### src/rtl/sram_spi_pkg.sv
// Shared types for the serial SRAM host controller.
package sram_spi_pkg;
    localparam int unsigned ADDR_W = 16;
    localparam int unsigned BYTE_W = 8;

    // Command codes seen on cmd_op; code 7 is never accepted.
    typedef enum logic [2:0] {
        OP_CFG  = 3'd0,
        OP_WR1  = 3'd1,
        OP_WRB  = 3'd2,
        OP_RD1  = 3'd3,
        OP_RDB  = 3'd4,
        OP_CLR  = 3'd5,
        OP_SIZE = 3'd6
    } sram_op_e;

    // Transaction sequencer states.
    typedef enum logic [2:0] {
        ST_BOOT_HI,
        ST_BOOT_LO,
        ST_GAP,
        ST_IDLE,
        ST_HDR,
        ST_HDR_WAIT,
        ST_PAY,
        ST_PAY_WAIT
    } seq_state_e;
endpackage

### src/rtl/sram_spi_shifter.sv
// Mode 0 byte shifter. It sends one byte most significant bit first and
// captures one byte on the rising serial clock edges.
// Assumes: start is pulsed only while active is low. The serial clock is
// low for HALF_DIV cycles and then high for HALF_DIV cycles per bit.
module sram_spi_shifter #(
    parameter int unsigned HALF_DIV = 7
) (
    input  logic       clk,
    input  logic       rst_n,
    input  logic       start,
    input  logic [7:0] tx_byte,
    input  logic       miso,
    output logic       sclk,
    output logic       mosi,
    output logic       active,
    output logic       done,
    output logic [7:0] rx_byte
);
    localparam int unsigned DIV_W = (HALF_DIV < 2) ? 1 : $clog2(HALF_DIV);
    localparam logic [DIV_W-1:0] HALF_LAST = DIV_W'(HALF_DIV - 1);

    logic [DIV_W-1:0] half_q;
    logic [2:0]       bit_q;
    logic [7:0]       tx_q;

    // Half-period timer, clock edges, shift and capture for one byte.
    always_ff @(posedge clk) begin
        if (!rst_n) begin
            half_q  <= '0;
            bit_q   <= '0;
            tx_q    <= '0;
            rx_byte <= '0;
            sclk    <= 1'b0;
            active  <= 1'b0;
            done    <= 1'b0;
        end else begin
            done <= 1'b0;
            if (!active) begin
                if (start) begin
                    active <= 1'b1;
                    tx_q   <= tx_byte;
                    half_q <= '0;
                    bit_q  <= '0;
                end
            end else if (half_q == HALF_LAST) begin
                half_q <= '0;
                if (!sclk) begin
                    sclk    <= 1'b1;
                    rx_byte <= {rx_byte[6:0], miso};
                end else begin
                    sclk <= 1'b0;
                    tx_q <= {tx_q[6:0], 1'b0};
                    if (bit_q == 3'd7) begin
                        active <= 1'b0;
                        done   <= 1'b1;
                    end else begin
                        bit_q <= bit_q + 3'd1;
                    end
                end
            end else begin
                half_q <= half_q + 1'b1;
            end
        end
    end

    assign mosi = tx_q[7];

    // a byte ends on a falling edge, so the clock is low at completion
    // r1_done_low_chk
    assert property (@(posedge clk) disable iff (!rst_n) done |-> !sclk)
        else $error("r1_done_low_chk");
endmodule

### src/rtl/sram_size_decode.sv
// Density decoder. It turns the code returned by a size query into a byte
// count: codes 0 to 3 give 8 KiB shifted left by the code, any other
// code gives 0. Assumes OUT_W is at least 17.
module sram_size_decode #(
    parameter int unsigned OUT_W = 17
) (
    input  logic [7:0]       code,
    output logic [OUT_W-1:0] bytes
);
    localparam logic [OUT_W-1:0] BASE = OUT_W'(8192);

    // Map the code to a power-of-two size, or 0 when the code is unknown.
    always_comb begin
        if (code < 8'd4) bytes = BASE << code[1:0];
        else             bytes = '0;
    end
endmodule

### src/rtl/sram_spi_host.sv
// Serial SRAM host controller. It frames whole memory transactions (opcode,
// address, payload) inside one chip-select window, runs the boot pulse and
// configuration, and keeps the detected size.
// Assumes: wr_valid is held until it is taken; HALF_DIV >= 1; CNT_W >= 17.
module sram_spi_host
    import sram_spi_pkg::*;
#(
    parameter int unsigned HALF_DIV   = 7,
    parameter int unsigned CNT_W      = 17,
    parameter logic [7:0]  OPC_READ   = 8'h03,
    parameter logic [7:0]  OPC_WRITE  = 8'h02,
    parameter logic [7:0]  OPC_WRSR   = 8'h01,
    parameter logic [7:0]  OPC_MODEID = 8'h0E,
    parameter logic [7:0]  CFG_VAL    = 8'h41
) (
    input  logic              clk,
    input  logic              rst_n,
    input  logic              cmd_valid,
    input  logic [2:0]        cmd_op,
    input  logic [ADDR_W-1:0] cmd_addr,
    input  logic [CNT_W-1:0]  cmd_count,
    output logic              busy,
    input  logic              wr_valid,
    input  logic [7:0]        wr_data,
    output logic              wr_ready,
    output logic              rd_valid,
    output logic [7:0]        rd_data,
    output logic [CNT_W-1:0]  mem_bytes,
    output logic              spi_sclk,
    output logic              spi_mosi,
    input  logic              spi_miso,
    output logic              spi_cs_n
);
    localparam int unsigned GAP_CYC = 2 * HALF_DIV;
    localparam int unsigned TMR_W   = $clog2(GAP_CYC + 1);
    localparam logic [TMR_W-1:0] GAP_LAST  = TMR_W'(GAP_CYC - 1);
    localparam logic [TMR_W-1:0] HALF_LAST = TMR_W'(HALF_DIV - 1);

    seq_state_e        state_q;
    sram_op_e          op_q;
    logic [ADDR_W-1:0] addr_q;
    logic [CNT_W-1:0]  rem_q, acc_rem, dec_bytes;
    logic [1:0]        idx_q;
    logic [TMR_W-1:0]  tmr_q;
    logic              boot_q, accept, is_wr, is_rd, hdr_last;
    logic              sh_start, sh_active, sh_done;
    logic [7:0]        hdr_byte, pay_byte, sh_tx, sh_rx;

    // Classify the current operation and select the byte to send next.
    always_comb begin
        is_wr    = (op_q == OP_WR1) || (op_q == OP_WRB);
        is_rd    = (op_q == OP_RD1) || (op_q == OP_RDB);
        hdr_last = ((op_q == OP_CFG) || (op_q == OP_SIZE)) ? (idx_q == 2'd0)
                                                           : (idx_q == 2'd2);
        case (idx_q)
            2'd0: begin
                if (op_q == OP_CFG)       hdr_byte = OPC_WRSR;
                else if (op_q == OP_SIZE) hdr_byte = OPC_MODEID;
                else if (is_rd)           hdr_byte = OPC_READ;
                else                      hdr_byte = OPC_WRITE;
            end
            2'd1:    hdr_byte = addr_q[15:8];
            default: hdr_byte = addr_q[7:0];
        endcase
        if (is_wr)                pay_byte = wr_data;
        else if (op_q == OP_CFG)  pay_byte = CFG_VAL;
        else if (op_q == OP_SIZE) pay_byte = 8'hFF;
        else                      pay_byte = 8'h00;
        wr_ready = (state_q == ST_PAY) && is_wr && (rem_q != '0);
        sh_start = (state_q == ST_HDR) ||
                   ((state_q == ST_PAY) && (rem_q != '0) && (!is_wr || wr_valid));
        sh_tx    = (state_q == ST_HDR) ? hdr_byte : pay_byte;
        accept   = (state_q == ST_IDLE) && cmd_valid && (cmd_op != 3'd7);
        case (sram_op_e'(cmd_op))
            OP_CLR:  acc_rem = mem_bytes;
            OP_WRB,
            OP_RDB:  acc_rem = cmd_count;
            default: acc_rem = CNT_W'(1);
        endcase
    end

    // Sequencer: boot pulse, configuration, command framing and gaps.
    always_ff @(posedge clk) begin
        if (!rst_n) begin
            state_q   <= ST_BOOT_HI;
            op_q      <= OP_CFG;
            addr_q    <= '0;
            rem_q     <= '0;
            idx_q     <= '0;
            tmr_q     <= '0;
            boot_q    <= 1'b1;
            mem_bytes <= '0;
            rd_valid  <= 1'b0;
            rd_data   <= '0;
        end else begin
            rd_valid <= 1'b0;
            case (state_q)
                ST_BOOT_HI: begin
                    if (tmr_q == GAP_LAST) begin
                        tmr_q   <= '0;
                        state_q <= ST_BOOT_LO;
                    end else tmr_q <= tmr_q + 1'b1;
                end
                ST_BOOT_LO: begin
                    if (tmr_q == HALF_LAST) begin
                        tmr_q   <= '0;
                        state_q <= ST_GAP;
                    end else tmr_q <= tmr_q + 1'b1;
                end
                ST_GAP: begin
                    if (tmr_q == GAP_LAST) begin
                        tmr_q <= '0;
                        if (boot_q) begin
                            boot_q  <= 1'b0;
                            op_q    <= OP_CFG;
                            rem_q   <= CNT_W'(1);
                            idx_q   <= '0;
                            state_q <= ST_HDR;
                        end else state_q <= ST_IDLE;
                    end else tmr_q <= tmr_q + 1'b1;
                end
                ST_IDLE: begin
                    if (accept) begin
                        op_q    <= sram_op_e'(cmd_op);
                        addr_q  <= (sram_op_e'(cmd_op) == OP_CLR) ? '0 : cmd_addr;
                        rem_q   <= acc_rem;
                        idx_q   <= '0;
                        state_q <= ST_HDR;
                    end
                end
                ST_HDR: state_q <= ST_HDR_WAIT;
                ST_HDR_WAIT: begin
                    if (sh_done) begin
                        if (hdr_last) state_q <= ST_PAY;
                        else begin
                            idx_q   <= idx_q + 2'd1;
                            state_q <= ST_HDR;
                        end
                    end
                end
                ST_PAY: begin
                    if (rem_q == '0)  state_q <= ST_GAP;
                    else if (sh_start) state_q <= ST_PAY_WAIT;
                end
                ST_PAY_WAIT: begin
                    if (sh_done) begin
                        rem_q   <= rem_q - 1'b1;
                        state_q <= ST_PAY;
                        if (is_rd) begin
                            rd_valid <= 1'b1;
                            rd_data  <= sh_rx;
                        end
                        if (op_q == OP_SIZE) mem_bytes <= dec_bytes;
                    end
                end
                default: state_q <= ST_IDLE;
            endcase
        end
    end

    assign busy     = (state_q != ST_IDLE);
    assign spi_cs_n = !((state_q == ST_BOOT_LO) || (state_q == ST_HDR) ||
                        (state_q == ST_HDR_WAIT) || (state_q == ST_PAY) ||
                        (state_q == ST_PAY_WAIT));

    sram_spi_shifter #(.HALF_DIV(HALF_DIV)) u_shift (
        .clk     (clk),
        .rst_n   (rst_n),
        .start   (sh_start),
        .tx_byte (sh_tx),
        .miso    (spi_miso),
        .sclk    (spi_sclk),
        .mosi    (spi_mosi),
        .active  (sh_active),
        .done    (sh_done),
        .rx_byte (sh_rx)
    );

    sram_size_decode #(.OUT_W(CNT_W)) u_size (
        .code  (sh_rx),
        .bytes (dec_bytes)
    );


    sclk_idle_chk: assert property (@(posedge clk) disable iff (!rst_n)
        spi_cs_n |-> !spi_sclk) else $error("sclk_idle_chk");

    cs_gap_chk: assert property (@(posedge clk) disable iff (!rst_n)
        $rose(spi_cs_n) |=> spi_cs_n) else $error("cs_gap_chk");

    wr_stall_chk: assert property (@(posedge clk) disable iff (!rst_n)
        (wr_ready && !wr_valid) |=> (!spi_sclk && !spi_cs_n)) else $error("wr_stall_chk");

    size_code_chk: assert property (@(posedge clk) disable iff (!rst_n)
        $onehot0(mem_bytes)) else $error("size_code_chk");

    busy_window_chk: assert property (@(posedge clk) disable iff (!rst_n)
        !spi_cs_n |-> busy) else $error("busy_window_chk");

    byte_overlap_chk: assert property (@(posedge clk) disable iff (!rst_n)
        sh_start |-> !sh_active) else $error("byte_overlap_chk");
endmodule

### config.mk
export PLATFORM = sky130hd
export DESIGN_NAME = sram_spi_host
export DESIGN_NICKNAME = d
export VERILOG_FILES = /design/src/rtl/sram_spi_pkg.sv /design/src/rtl/sram_spi_shifter.sv /design/src/rtl/sram_size_decode.sv /design/src/rtl/sram_spi_host.sv
export SDC_FILE = /design/constraint.sdc
export NUM_CORES = 1
export LEC_CHECK = 0
export BUFFER_PORTS_ARGS = -buffer_cell sky130_fd_sc_hd__buf_4
export CORE_AREA = 3 3 96 98
export CTS_BUF_LIST = sky130_fd_sc_hd__clkbuf_8
export CTS_CLUSTER_DIAMETER = 150
export DETAILED_ROUTE_END_ITERATION = 6
export DIE_AREA = 0 0 99 101
export PLACE_DENSITY = 0.88
export SETUP_SLACK_MARGIN = 0.3
export SLEW_MARGIN = 30
export SYNTH_ARGS = -nofsm -noshare
export SYNTH_HDL_FRONTEND = slang
export SYNTH_SLANG_ARGS = --single-unit
### constraint.sdc
create_clock -name clk -period 2.06 [get_ports clk]
set_clock_uncertainty 0.05 [all_clocks]
set_input_delay 0.103 -clock clk [delete_from_list [all_inputs] [get_ports clk]]
set_output_delay 0.103 -clock clk [all_outputs]
set_load 0.005 [all_outputs]
# == Word-level counts from Yosys, hierarchy flattened ==
# Index checks and enable logic that the tools add are counted.
# totals
out_inout_bits,31
reg_bits,97
in_bits,49
elab_cells,163
# classes
n_mux,60
shifts,1
add_sub_neg,5
n_lt_le_gt_ge,1
n_bitwise,1
eq_ne,35
reduce_logical,43
# op_table
op,n
$mux 17,5
$mux 8,8
$mux 3,19
$pmux 17 s3,1
$pmux 17 s2,1
$eq 3x3->1 const B,10
$pmux 3 s8,1
$logic_not 17->1,1
$reduce_bool 17->1,1
$shl 14x2->17 const A,1
$sub 17x1->17 const B,1
$mux 16,1
$mux 4,4
$ne 2x2->1 const B,8
$pmux 8 s2,1
$eq 3x2->1 const B,5
$reduce_and 3->1,5
$mux 2,6
$reduce_and 4->1,3
$mux 1,10
$logic_or 1x1->1,9
$lt 8x3->1 const B,1
$pmux 4 s2,1
$reduce_and 7->1,1
24 further kinds,42

# == Logic depth before layout (Yosys ltp) ==
# Gate-level depths: netlist (run 1).
# logic_depth
word_depth,9
ltp_mapped,8
depth_no_buf,7

# == By module ==
# From an unflattened synthesis (run 1), not the netlist that was laid out.
# hier_totals
hier_cells,701
hier_area_um2,5586.6
# by_module_without_submodules
module,cells_each,seq_area_each_um2,n_inst,area_per_inst_um2
sram_spi_host,557,1441.4,1,4270.3
sram_spi_shifter,121,500.5,1,1157.4
sram_size_decode,23,0.0,1,158.9

# == Worst setup path after synthesis (run 1) ==
# Ideal clock, no wire load.
# synth_path
kind,register -> register
start,register op_q[1]
end,register idx_q[1]
arrival_ns,1.624
stages_incl_launch_ff,7
slack_ns,0.294
setup_ns,0.092
path_buffers,1
required_ns,1.918
synth_period_minus_slack_ns,1.766
path_cell_list,dfxtp_1 > buf_2 > nor2b_1 > nor3_1 > mux2i_1 > or4b_1 > o32ai_1
# synth_between
elab_chain_cells,5
word_cells_on_any_way,6
cone_classes,2 x eq/ne; 1 x mux; 3 x reduce/logical
# synth_lines
item,line_no,text
"start, declared",sram_spi_host.sv:40,sram_op_e op_q;
"start signal, assigned",sram_spi_host.sv:124,op_q <= sram_op_e'(cmd_op);
$eq 3x3->1 or $logic_not 3->1 (tied branches),sram_spi_host.sv:53,hdr_last = ((op_q == OP_CFG) || (op_q == OP_SIZE)) ? (idx_q == 2'd0)
$logic_or 1x1->1 *,sram_spi_host.sv:53,
$mux 1 *,sram_spi_host.sv:53,
$ne 2x2->1 (no line) *,-,
$reduce_and 6->1 (no line) *,-,
"end signal, assigned",sram_spi_host.sv:136,idx_q <= idx_q + 2'd1;
"end, declared",sram_spi_host.sv:43,logic [1:0] idx_q;
# Mark *: on every way between the ends. The rest lies on a longest branch, timed or not.
# A chain may end at the register's enable or synchronous reset.

# == Worst setup path in the final report (run 1) ==
# Same ends and word-level chain as after synthesis.

==> key figures, run 1 <==
Global route
  – Pin count of the biggest net entering global routing: 53
  – Global-route usage over all layers: 0.293
  – Congestion Overflow GR: 0
  – Wire length of the first global-routing pass: 23.6 mm
  – Number of antenna violations at the first check in global routing: 0
  – Vias in the first global route: 4830

Status
  – Status: finished with violations
  – Violations in the final reports: design-rule violations, negative hold slack

Synthesis
  – Synthesized cell area: 4610 sq um
  – Predominant post-synthesis flop cell: sky130_fd_sc_hd__dfxtp_1
  – Mean Syn Cell Area: 8.10 sq um
  – Asr flop ratio synth: 0
  – FF+latch count, synth: 84
  – Count of yosys warnings during synthesis: 0
  – Number of cells produced by synthesis: 569
  – Part of the Yosys area used for sequential elements: 0.365
  – Distinct cell type count of the synthesized netlist: 74
  – Post-synth EDFFs: 0

Placed design
  – Half-perimeter wire length after detailed placement: 8.81 mm
  – Cell Count Post-Placement: 733
  – Number of buffer cells added on primary ports: 66
  – Final weighted congestion of routability-driven global placement: 0.966

Final layout
  – Count of placed standard cells in the final layout, fillers left out: 788
  – Number of nets in the layout: 730
  – Most common library cell in the layout ignoring fill and taps: sky130_fd_sc_hd__buf_4
  – Multi-input gate area: 2950 sq um
  – Leading cell types in the layout, fill and taps excluded: 103 x sky130_fd_sc_hd__buf_4, 63 x sky130_fd_sc_hd__dfxtp_1, 56 x sky130_fd_sc_hd__nor2_1, 53 x sky130_fd_sc_hd__a21oi_1, 50 x sky130_fd_sc_hd__nand2_1
  – Register area: 1730 sq um
  – Core Util, Final: 0.721
  – Fraction of layout cells with a size suffix above 1: 0.312
  – Number of fillers in the final layout: 553
  – Number of diodes added for antenna fixing: 0
  – Area growth from synthesis to final layout: 33.8%

Clock network
  – Clock tree from TritonCTS: done
  – Clock root buffer: sky130_fd_sc_hd__clkbuf_8
  – # clock sinks: 84
  – Later-pin clock latency in the skew report: 0.39 ns
  – Clock Tree Buf Depth: 2
  – Inserted Clock Buffers: 9
  – Clock H-tree levels: 3
  – Clock transition at path regs: 0.10 ns

Power
  – Leakage power: 2.38 nW
  – Post-layout total power: 3.06 mW
  – Power density over the cells: 496 nW/um^2
  – Worst-case vdd ir drop: 0.456 mV

Drt
  – Number of remaining DRC errors: 9
  – DRT Pass-1 Iters: 7
  – Detailed-route via count: 5289
  – Drt total wl: 16.3 mm
  – Iteration-0 DRC count of the detailed router: 793
  – Number of antenna-violating nets in the routed design: 0
  – Routed via count divided by cell count: 6.71
  – Wire per inst: 20.6 microns

STA
  – Setup tns final: 0 ns
  – Final Hold Viols: 1
  – Min Tclk post-route: 1.96 ns
  – Setup Viol. Count Final: 0
  – Setup repair after global routing missed its margin: true
  – Count of final max-slew check failures: 0
  – Fmax achieved: 0.511 GHz
  – Smallest hold slack: -0.00773 ns
  – Final period util: 0.950

Worst setup path
  – Critical path endpoint category: flop
  – Crit Reg-Reg Startpoint: op_q[1]$_SDFFE_PN0P_
  – Launching element of the worst setup path: op_q[1]$_SDFFE_PN0P_
  – Worst-path cell chain: nor2b_4, nor3_4, mux2i_2, or4b_4, o32ai_2
  – Critical Path AT: 2.20 ns
  – Startpoint kind of the worst setup timing path: flop
  – Worst-path maximum fanout: 5
  – Largest stage delay on the critical path: 0.51 ns
  – Worst endpoint required time: 2.31 ns
  – Critical setup path kind: reg2reg
  – Slowest-stage cell, CP: sky130_fd_sc_hd__or4b_4

Die
  – Cell Rows: 34
  – Total core area: 8550 sq um
  – Die area: 10000 sq um
  – Chip height: 101 microns
  – Chip Width: 99 microns
  – Count of pins on the block boundary: 80
  – Starting utilization of the core area: 0.539

Job
  – Max-cap check violation count: 0

Min path
  – Launch instance of the worst min-delay path: cmd_count[5]
  – Class of the worst hold path: in2reg
==> routing by layer <==
layer / GRT usage / vias to the layer above / part of all wire
met1: 0.343 / 2379 / 0.34
li1: - / 2273 / -
met3: 0.0574 / 173 / 0.11
met4: 0.179 / 0 / 0.086
met5: 0 / - / 0
met2: 0.492 / 464 / 0.47
==> worst paths after layout <==
| path | endpoint | slack, ns | cells past startpoint |
|---|---|---|---|
| max | idx_q[1]$_SDFFE_PN0P_ | 0.10 | 5 |
| min | rem_q[5]$_SDFFE_PN0P_ | -0.008 | 3 |
| max reg2reg | idx_q[1]$_SDFFE_PN0P_ | 0.10 | 5 |
| min reg2reg | addr_q[10]$_SDFFE_PN0P_ | 0.42 | 2 |
==> final cells by class <==
type	instances	share of cell area
Clock buffer	9	0.0201
Sequential cell	84	0.280
Multi-Input combinational cell	431	0.479
Timing Repair Buffer	134	0.177
Inverter	15	0.00914
Clock inverter	7	0.0124
Tap cell	108	0.0219
==> where the power goes <==
part / switching [mW] / internal [mW]
logic: 0.0981 / 0.109
registers: 0.00544 / 1.62
clock network: 0.742 / 0.484
total: 0.846 / 2.21
==> what timing repair did <==
| item | in CTS | in global routing |
|---|---|---|
| buffers inserted | 9 | 7 |
| cloned | 0 | 2 |
| endpoints found under the setup margin | 31 | 39 |
| pin swaps | 9 | 16 |
| endpoints found under the hold margin | 21 | 0 |
| resized for setup | 51 | 48 |
| hold buffers | 21 | 0 |
==> logic make-up (layout without fill, tap and decap cells) <==
logic type	Yosys count	count (layout)	synth area share
AOI/OAI and AO/OA	164	164	0.243
xor gates and xnor gates	7	7	0.0133
adders and majority gates	6	6	0.0163
buffers and inverters	66	165	0.0703
DFF	84	84	0.365
muxes	18	18	0.0391
other	1	13	0.000814
and+or+nand+nor	223	223	0.253
==> flip-flops by register name (all words and copies together) (netlist names), 4 cells and up <==
name / flops
rem_q: 17
addr_q: 16
rd_data: 8
u_shift.rx_byte: 8
u_shift.tx_q: 8
mem_bytes: 4
tmr_q: 4
==> cells in the mapped netlist (3+ instances only) <==
cell type	number	area [sq um]
sky130_fd_sc_hd__o211a_1	3	30.0
sky130_fd_sc_hd__and3_1	3	18.8
sky130_fd_sc_hd__o21ai_0	23	115
sky130_fd_sc_hd__nor2_1	62	233
sky130_fd_sc_hd__a22o_1	6	52.6
sky130_fd_sc_hd__xor2_1	4	35.0
sky130_fd_sc_hd__xnor2_1	3	26.3
sky130_fd_sc_hd__or4_1	3	22.5
sky130_fd_sc_hd__buf_1	4	15.0
sky130_fd_sc_hd__ha_1	6	75.1
sky130_fd_sc_hd__a221oi_1	3	26.3
sky130_fd_sc_hd__nand4_1	8	50.1
sky130_fd_sc_hd__a31o_2	3	26.3
sky130_fd_sc_hd__nor4_1	4	25.0
sky130_fd_sc_hd__a221o_1	4	40.0
sky130_fd_sc_hd__o32ai_1	3	26.3
sky130_fd_sc_hd__o21a_1	6	45.0
sky130_fd_sc_hd__a211oi_1	8	60.1
sky130_fd_sc_hd__nor3_1	13	65.1
sky130_fd_sc_hd__nand3_1	34	170
sky130_fd_sc_hd__clkbuf_1	21	78.8
sky130_fd_sc_hd__nand2b_1	4	25.0
sky130_fd_sc_hd__dfxtp_1	84	1680
sky130_fd_sc_hd__buf_2	9	45.0
sky130_fd_sc_hd__inv_1	13	48.8
sky130_fd_sc_hd__buf_4	15	113
sky130_fd_sc_hd__a2111oi_1	3	30.0
sky130_fd_sc_hd__a21oi_1	54	270
sky130_fd_sc_hd__nor3b_1	7	52.6
sky130_fd_sc_hd__o211ai_1	3	22.5
sky130_fd_sc_hd__a22oi_1	12	90.1
sky130_fd_sc_hd__a31oi_1	8	50.1
sky130_fd_sc_hd__a32o_1	4	40.0
sky130_fd_sc_hd__nand2_1	52	195
sky130_fd_sc_hd__mux2i_1	18	180
sky130_fd_sc_hd__nor2b_1	7	43.8
==> worst max-delay path, delay by kind of cell, from the launching register on <==
kind	cells	cell delay [ns]
AO/OA/AOI/OAI	1	0.13
flip-flops	1	0.40
multiplexers	1	0.31
AND/OR/NAND/NOR	3	0.96
==> metrics by stage <==
| step | setup slack (ns) | cell area, sq um |
|---|---|---|
| 6_report | 0.103 | 6160 |
| 5_1_grt | 0.0905 | 6160 |
| 4_1_cts | 0.260 | 5920 |
| 3_5_place_dp | 0.0730 | 5250 |
| 3_3_place_gp | 0.173 | 5250 |
| 2_1_floorplan | 0.317 | 4660 |
(Power assumes the default switching activity.)
==> run 2: changes to the inputs <==
ABC_AREA = 1   (was unset)
==> run 2 against run 1 <==
Against the previous run: the run now ends clean; setup slack improved by 0.18 ns; final area fell by 2.4%; core utilization fell by 1.7 points; area after synthesis rose by 0.19%; critical path type is now reg2out; critical endpoint is now wr_ready.
==> key figures, run 2 <==
Status
  – Status: complete, no violations

Global route
  – Vias in the first global route: 4593 (-4.9%)
  – Congestion Overflow GR: 0 (unchanged)
  – Number of antenna violations at the first check in global routing: 0 (unchanged)
  – Global-route usage over all layers: 0.243 (-0.0496)
  – Pin count of the biggest net entering global routing: 33 (-38%)
  – Wire length of the first global-routing pass: 20.2 mm (-15%)

Placed design
  – Final weighted congestion of routability-driven global placement: 0.894 (-7.5%)
  – Half-perimeter wire length after detailed placement: 8.28 mm (-6.0%)
  – Setup slack at placement: 0.149 ns (+0.0758 ns)
  – Number of buffer cells added on primary ports: 66 (unchanged)
  – Cell Count Post-Placement: 847 (+16%)

Worst setup path
  – Worst-path cell chain: nor2_2, nand2_1, nor2_4, nand3_2, nand2_1, inv_2, nand2_2, inv_2, buf_6
  – Worst endpoint required time: 1.91 ns (-0.40 ns)
  – Launching element of the worst setup path: rem_q[4]$_SDFFE_PN0P_
  – Timing endpoint of the critical path: wr_ready
  – Slowest-stage cell, CP: sky130_fd_sc_hd__dfxtp_2
  – Critical path endpoint category: output pin
  – Startpoint kind of the worst setup timing path: flop
  – FF-to-FF path depth: 9 (+4)
  – End of the worst register-to-register path: idx_q[1]$_SDFFE_PN0P_
  – Crit Reg-Reg Startpoint: state_q[1]$_SDFFE_PN0P_
  – Critical setup path kind: reg2out
  – Critical Path AT: 1.62 ns (-0.58 ns)
  – R2R setup slack: 0.34 ns (+0.24 ns)
  – Largest stage delay on the critical path: 0.37 ns (-0.14 ns)
  – Worst-path maximum fanout: 4 (-1)

Drt
  – DRT Pass-1 Iters: 5 (-2)
  – Number of antenna-violating nets in the routed design: 0 (unchanged)
  – Routed via count divided by cell count: 5.64 (-16%)
  – Detailed-route via count: 5155 (-2.5%)
  – Wire per inst: 14.9 microns (-28%)
  – Drt total wl: 13.6 mm (-16%)
  – Iteration-0 DRC count of the detailed router: 335 (-58%)
  – Number of remaining DRC errors: 0 (-9)

STA
  – Setup repair after global routing missed its margin: true
  – Count of final max-slew check failures: 0 (unchanged)
  – Fmax achieved: 0.564 GHz (+10%)
  – Final Hold Viols: 0 (-1)
  – Setup tns final: 0 ns (unchanged)
  – Setup Viol. Count Final: 0 (unchanged)
  – Min Tclk post-route: 1.77 ns (-0.183 ns)
  – Final Worst Setup Slack: 0.286 ns (+0.183 ns)
  – Final period util: 0.861 (-0.0891)

Final layout
  – Multi-input gate area: 2620 sq um (-11%)
  – Most common library cell in the layout ignoring fill and taps: sky130_fd_sc_hd__nand2_1
  – Fraction of layout cells with a size suffix above 1: 0.249 (-0.0624)
  – Register area: 1710 sq um (-0.65%)
  – Number of flip-flops in the largest register: 17 (unchanged)
  – Number of nets in the layout: 856 (+17%)
  – Core Util, Final: 0.704 (-0.0170)
  – Area growth from synthesis to final layout: 30.4%
  – Number of diodes added for antenna fixing: 0 (unchanged)
  – Number of fillers in the final layout: 638 (+15%)
  – Leading cell types in the layout, fill and taps excluded: 145 x sky130_fd_sc_hd__nand2_1, 98 x sky130_fd_sc_hd__buf_4, 77 x sky130_fd_sc_hd__nor2_1, 75 x sky130_fd_sc_hd__a21oi_1, 68 x sky130_fd_sc_hd__dfxtp_1
  – Register containing the most flip-flops in the final layout: rem_q
  – Largest regs: rem_q: 17 flops, addr_q: 16 flops
  – Count of placed standard cells in the final layout, fillers left out: 914 (+16%)

Power
  – Power density over the cells: 1100 nW/um^2 (+120%)
  – Leakage power: 2.67 nW (+12%)
  – Worst-case vdd ir drop: 0.953 mV (+110%)

Min path
  – Class of the worst hold path: in2reg

Synthesis
  – Distinct cell type count of the synthesized netlist: 44 (-41%)
  – Leading cell types by count after synthesis: 149 x sky130_fd_sc_hd__nand2_1, 88 x sky130_fd_sc_hd__nor2_1, 84 x sky130_fd_sc_hd__dfxtp_1
  – Number of cells produced by synthesis: 688 (+21%)
  – Count of yosys warnings during synthesis: 0 (unchanged)
  – Synthesized cell area: 4620 sq um (+0.19%)
  – Most common cell in the netlist: sky130_fd_sc_hd__nand2_1
  – Largest cells by area after synthesis: sky130_fd_sc_hd__dfxtp_1 36%, sky130_fd_sc_hd__nand2_1 12%, sky130_fd_sc_hd__a21oi_1 8.2%, sky130_fd_sc_hd__nor2_1 7.2%, sky130_fd_sc_hd__nand3_1 5.3%
  – Predominant post-synthesis flop cell: sky130_fd_sc_hd__dfxtp_1
  – Post-synth EDFFs: 0 (unchanged)
  – FF+latch count, synth: 84 (unchanged)
  – Mean Syn Cell Area: 6.71 sq um (-17%)
  – Part of the Yosys area used for sequential elements: 0.364 (-0.000693)
  – Share of Yosys cell area claimed by the top area cell type: 0.364 (-0.000693)
  – Asr flop ratio synth: 0 (unchanged)
  – Yosys top cell by area: sky130_fd_sc_hd__dfxtp_1

Die
  – Count of pins on the block boundary: 80 (unchanged)
  – Starting utilization of the core area: 0.540 (+0.00102)
  – Chip Width: 99 microns (unchanged)
  – Total core area: 8550 sq um (unchanged)
  – Die area: 10000 sq um (unchanged)
  – Chip height: 101 microns (unchanged)
  – Cell Rows: 34 (unchanged)

Clock network
  – Clock Tree Buf Depth: 2 (unchanged)
  – Inserted Clock Buffers: 9 (unchanged)
  – # clock sinks: 84 (unchanged)
  – Clock tree from TritonCTS: done
  – Later-pin clock latency in the skew report: 0.36 ns (-0.03 ns)
  – Clock transition at path regs: 0.09 ns (about the same)
  – Clock H-tree levels: 3 (unchanged)
  – Clock root buffer: sky130_fd_sc_hd__clkbuf_8

Job
  – Max-cap check violation count: 0 (unchanged)
-- run 2: cell types whose count changed in the layout (fill, tap and decap cells not counted), sizes merged, moves of 6 or more --
cell    change
inv        +51
o21a        -6
nor4        -6
mux2i      -18
o21ai      +26
nor2b       -7
nand2     +103
a31oi       -8
buf         -9
a211oi      -8
nand3      +18
nor2       +32
a21oi      +24
-- run 2: worst min path at each step --
stage | startpoint | endpoint | slack [ns] | cells after the start
after floorplan | cmd_addr[5] | addr_q[5]$_SDFFE_PN0P_ | 0.19 | 2
after global placement | cmd_addr[5] | addr_q[5]$_SDFFE_PN0P_ | 0.31 | 3
after detailed placement | cmd_addr[5] | addr_q[5]$_SDFFE_PN0P_ | 0.30 | 3
after CTS | cmd_addr[0] | addr_q[0]$_SDFFE_PN0P_ | 0.0003 | 3
after global routing | cmd_count[10] | rem_q[10]$_SDFFE_PN0P_ | 0.03 | 5
final | cmd_count[4] | rem_q[4]$_SDFFE_PN0P_ | 0.02 | 5
-- run 2: critical path: cells and delay by family, from the launching register on --
family / cells / cell delay (ns)
DFF: 1 / 0.37
and+or+nand+nor: 6 / 0.69
buffers and inverters: 3 / 0.19
-- run 2: timing repair --
| item | CTS | global route |
|---|---|---|
| hold endpoints to repair | 21 | 0 |
| endpoints found under the setup margin | 31 | 74 |
| cloned | 0 | 5 |
| resized for setup | 8 | 73 |
| hold buffers | 21 | 0 |
| pin swaps | 2 | 12 |
| setup buffers | 2 | 23 |
-- run 2: final cells by class --
cell class / count / share of cell area
flip-flops and latches: 84 / 0.285
inverters: 70 / 0.0470
clock inverters: 5 / 0.00707
repair buffers: 127 / 0.178
clock buffers: 11 / 0.0252
multi-input cells: 509 / 0.436
well taps: 108 / 0.0225
-- run 2: logic make-up (layout without fill, tap and decap cells) --
family | after synthesis | after routing | synth area share
XOR/XNOR | 6 | 6 | 0.0114
flip-flops | 84 | 84 | 0.364
adder cells (fa/ha/maj) | 6 | 6 | 0.0163
buffers and inverters | 108 | 213 | 0.110
AO/OA/AOI/OAI | 152 | 152 | 0.182
other | 1 | 13 | 0.000812
AND/OR/NAND/NOR | 331 | 332 | 0.315
-- run 2: per-stage QoR --
| stage | total power, mW | area, sq um | hold slack [ns] |
|---|---|---|---|
| 3_3_place_gp | 4.51 | 5140 | 0.305 |
| 2_1_floorplan | 4.07 | 4660 | 0.194 |
| 4_1_cts | 5.90 | 5590 | 0.000253 |
| 5_1_grt | 7.04 | 6020 | 0.0275 |
| 6_report | 6.59 | 6020 | 0.0169 |
| 3_5_place_dp | 4.62 | 5140 | 0.305 |
-- run 2: per-layer routing --
metal / vias up / global-route usage / part of all wire / wire, microns
li1: 2462 / - / - / -
met1: 2359 / 0.294 / 0.39 / 5300
met2: 282 / 0.417 / 0.48 / 6580
met3: 52 / 0.0644 / 0.089 / 1210
met4: 0 / 0.0840 / 0.037 / 497
met5: - / 0 / 0 / 0
-- run 2: where the power goes --
| group | switching (mW) | internal, mW |
|---|---|---|
| clock network | 0.650 | 0.520 |
| registers | 0.241 | 1.87 |
| logic | 1.93 | 1.38 |
==> run 3: changes to the inputs <==
CTS_CLUSTER_DIAMETER = unset   (was 150)
GPL_ROUTABILITY_DRIVEN = 0   (was unset)
HOLD_SLACK_MARGIN = 0.1   (was unset)
==> run 3 against run 2 <==
Against the previous run: sequential power about the same; sequential cell count is the same; non-clock buffer count rose by 13; critical endpoint unchanged; count of clock-buffer cells in the layout stayed put; critical path type unchanged; sequential share of layout area shrank 0.75 points.
==> key figures, run 3 (synthesis results as in run 2) <==
Worst setup path
  – Critical path endpoint category: output pin
  – Worst endpoint required time: 1.91 ns (about the same)
  – Worst-path maximum fanout: 4 (unchanged)
  – Launching element of the worst setup path: rem_q[14]$_SDFFE_PN0P_
  – Startpoint kind of the worst setup timing path: flop
  – Critical Path AT: 1.65 ns (+0.03 ns)
  – Crit Reg-Reg Startpoint: idx_q[1]$_SDFFE_PN0P_
  – Critical setup path kind: reg2out
  – R2R setup slack: 0.32 ns (-0.02 ns)

Drt
  – Number of antenna-violating nets in the routed design: 0 (unchanged)
  – Number of remaining DRC errors: 0 (unchanged)
  – Detailed-route via count: 5296 (+2.7%)
  – DRT Pass-1 Iters: 5 (unchanged)
  – Routed via count divided by cell count: 5.72 (+1.4%)
  – Iteration-0 DRC count of the detailed router: 370 (+10%)
  – Drt total wl: 14.2 mm (+4.2%)
  – Wire per inst: 15.3 microns (+2.8%)

Clock network
  – # clock sinks: 84 (unchanged)
  – Clock transition at path regs: 0.09 ns (about the same)
  – Clock Tree Buf Depth: 2 (unchanged)
  – Clock root buffer: sky130_fd_sc_hd__clkbuf_8
  – Inserted Clock Buffers: 9 (unchanged)
  – Clock H-tree levels: 3 (unchanged)
  – Clock tree from TritonCTS: done
  – Later-pin clock latency in the skew report: 0.37 ns (about the same)

Final layout
  – Number of diodes added for antenna fixing: 0 (unchanged)
  – Register containing the most flip-flops in the final layout: rem_q
  – Area growth from synthesis to final layout: 33.2%
  – Most common library cell in the layout ignoring fill and taps: sky130_fd_sc_hd__nand2_1
  – Number of nets in the layout: 868 (+1.4%)
  – Fraction of layout cells with a size suffix above 1: 0.237 (-0.0122)
  – Number of flip-flops in the largest register: 17 (unchanged)
  – Largest regs: rem_q: 17 flops, addr_q: 16 flops
  – Final instance area: 6150 sq um (+2.2%)
  – Leading cell types in the layout, fill and taps excluded: 144 x sky130_fd_sc_hd__nand2_1, 92 x sky130_fd_sc_hd__buf_4, 78 x sky130_fd_sc_hd__nor2_1, 75 x sky130_fd_sc_hd__a21oi_1, 69 x sky130_fd_sc_hd__dfxtp_1

STA
  – Fmax achieved: 0.555 GHz (-1.6%)
  – Count of final max-slew check failures: 0 (unchanged)
  – Min Tclk post-route: 1.80 ns (+0.0288 ns)
  – Setup tns final: 0 ns (unchanged)
  – Setup repair after global routing missed its margin: true
  – Final Hold Viols: 0 (unchanged)
  – Final period util: 0.875 (+0.0140)
  – Setup Viol. Count Final: 0 (unchanged)

Global route
  – Congestion Overflow GR: 0 (unchanged)
  – Pin count of the biggest net entering global routing: 33 (unchanged)
  – Wire length of the first global-routing pass: 21.0 mm (+4.1%)
  – Global-route usage over all layers: 0.254 (+0.0110)
  – Vias in the first global route: 4769 (+3.8%)
  – Number of antenna violations at the first check in global routing: 0 (unchanged)

Status
  – Status: complete, no violations

Power
  – Power density over the cells: 1070 nW/um^2 (-2.2%)
  – Leakage power: 2.73 nW (+2.1%)
  – Worst-case vdd ir drop: 0.912 mV (-4.3%)

Placed design
  – Half-perimeter wire length after detailed placement: 8.28 mm (unchanged)
  – Post-detailed-placement cell area: 5140 sq um (unchanged)
  – Number of buffer cells added on primary ports: 66 (unchanged)

Min path
  – Class of the worst hold path: in2reg
  – Launch instance of the worst min-delay path: wr_data[7]

Die
  – Cell Rows: 34 (unchanged)
  – Chip height: 101 microns (unchanged)
  – Die area: 10000 sq um (unchanged)
  – Starting utilization of the core area: 0.540 (unchanged)
  – Count of pins on the block boundary: 80 (unchanged)
  – Chip Width: 99 microns (unchanged)
  – Total core area: 8550 sq um (unchanged)

Job
  – Max-cap check violation count: 0 (unchanged)
==> run 3: cell types whose count changed in the layout (fill, tap and decap cells not counted), moves of 2 or more <==
cell / before / now
sky130_fd_sc_hd__inv_4: 5 / 3
sky130_fd_sc_hd__dfxtp_4: 5 / 2
sky130_fd_sc_hd__dlygate4sd3_1: 21 / 38
sky130_fd_sc_hd__o21ai_0: 38 / 36
sky130_fd_sc_hd__buf_4: 98 / 92
sky130_fd_sc_hd__dfxtp_2: 11 / 13
sky130_fd_sc_hd__inv_1: 54 / 56
sky130_fd_sc_hd__nor2_2: 12 / 10
sky130_fd_sc_hd__buf_12: 1 / 3
==> run 3: path summary, 6_finish.rpt <==
kind,end,cells after the start
min,u_shift.tx_q[7]$_SDFFE_PN0P_,7
min reg2reg,addr_q[3]$_SDFFE_PN0P_,2
max reg2reg,u_shift.tx_q[6]$_SDFFE_PN0P_,10
max,wr_ready,9
==> run 3: critical path, cell delays in order, from the launching register on <==
cell and delay [ns]:
sky130_fd_sc_hd__dfxtp_1 0.39, sky130_fd_sc_hd__nor2_1 0.18, sky130_fd_sc_hd__nand2_1 0.09, sky130_fd_sc_hd__nor2_2 0.15, sky130_fd_sc_hd__nand3_2 0.12, sky130_fd_sc_hd__nand2_1 0.10
sky130_fd_sc_hd__inv_2 0.06, sky130_fd_sc_hd__nand2_2 0.06, sky130_fd_sc_hd__inv_2 0.03, sky130_fd_sc_hd__buf_6 0.10
==> run 3: area by class of cell <==
class | count | area [sq um]
tap | 108 | 135
timing repair buffer | 140 | 1220
clock inverter | 5 | 42.5
fill | 593 | 2400
multi-input combinational | 508 | 2610
inverter | 70 | 278
sequential | 84 | 1710
clock buffer | 11 | 151
==> run 3: report_power, final <==
group,internal [mW],switching (mW),leakage [nW],total [mW]
Clock,0.520,0.663,0.0969,1.18
Sequential,1.86,0.229,0.688,2.09
Combinational,1.38,1.94,1.94,3.32
==> run 3: repair_timing <==
item,CTS,global route
gates cloned,0,3
hold endpoints to repair,54,0
setup endpoints to repair,31,74
buffers inserted,2,20
pin swaps,2,11
resized for setup,8,64
hold buffers,38,0
==> run 3: stage by stage <==
step | util | hold slack, ns | power (mW) | std cells | setup slack (ns)
finish | 0.719 | 0.192 | 6.59 | 926 | 0.257
global route | 0.719 | 0.248 | 6.99 | 926 | 0.190
CTS | 0.673 | 0.188 | 5.93 | 903 | 0.218
detailed placement | 0.602 | 0.305 | 4.62 | 847 | 0.149
global placement | 0.602 | 0.305 | 4.51 | 847 | 0.230
floorplan | - | 0.194 | 4.07 | 700 | 0.383
==> run 3: layer usage <==
metal,vias up,track usage,share of wire
met5,-,0,0
met4,0,0.107,0.045
met3,80,0.0623,0.082
met2,320,0.436,0.48
met1,2418,0.303,0.39
li1,2478,-,-
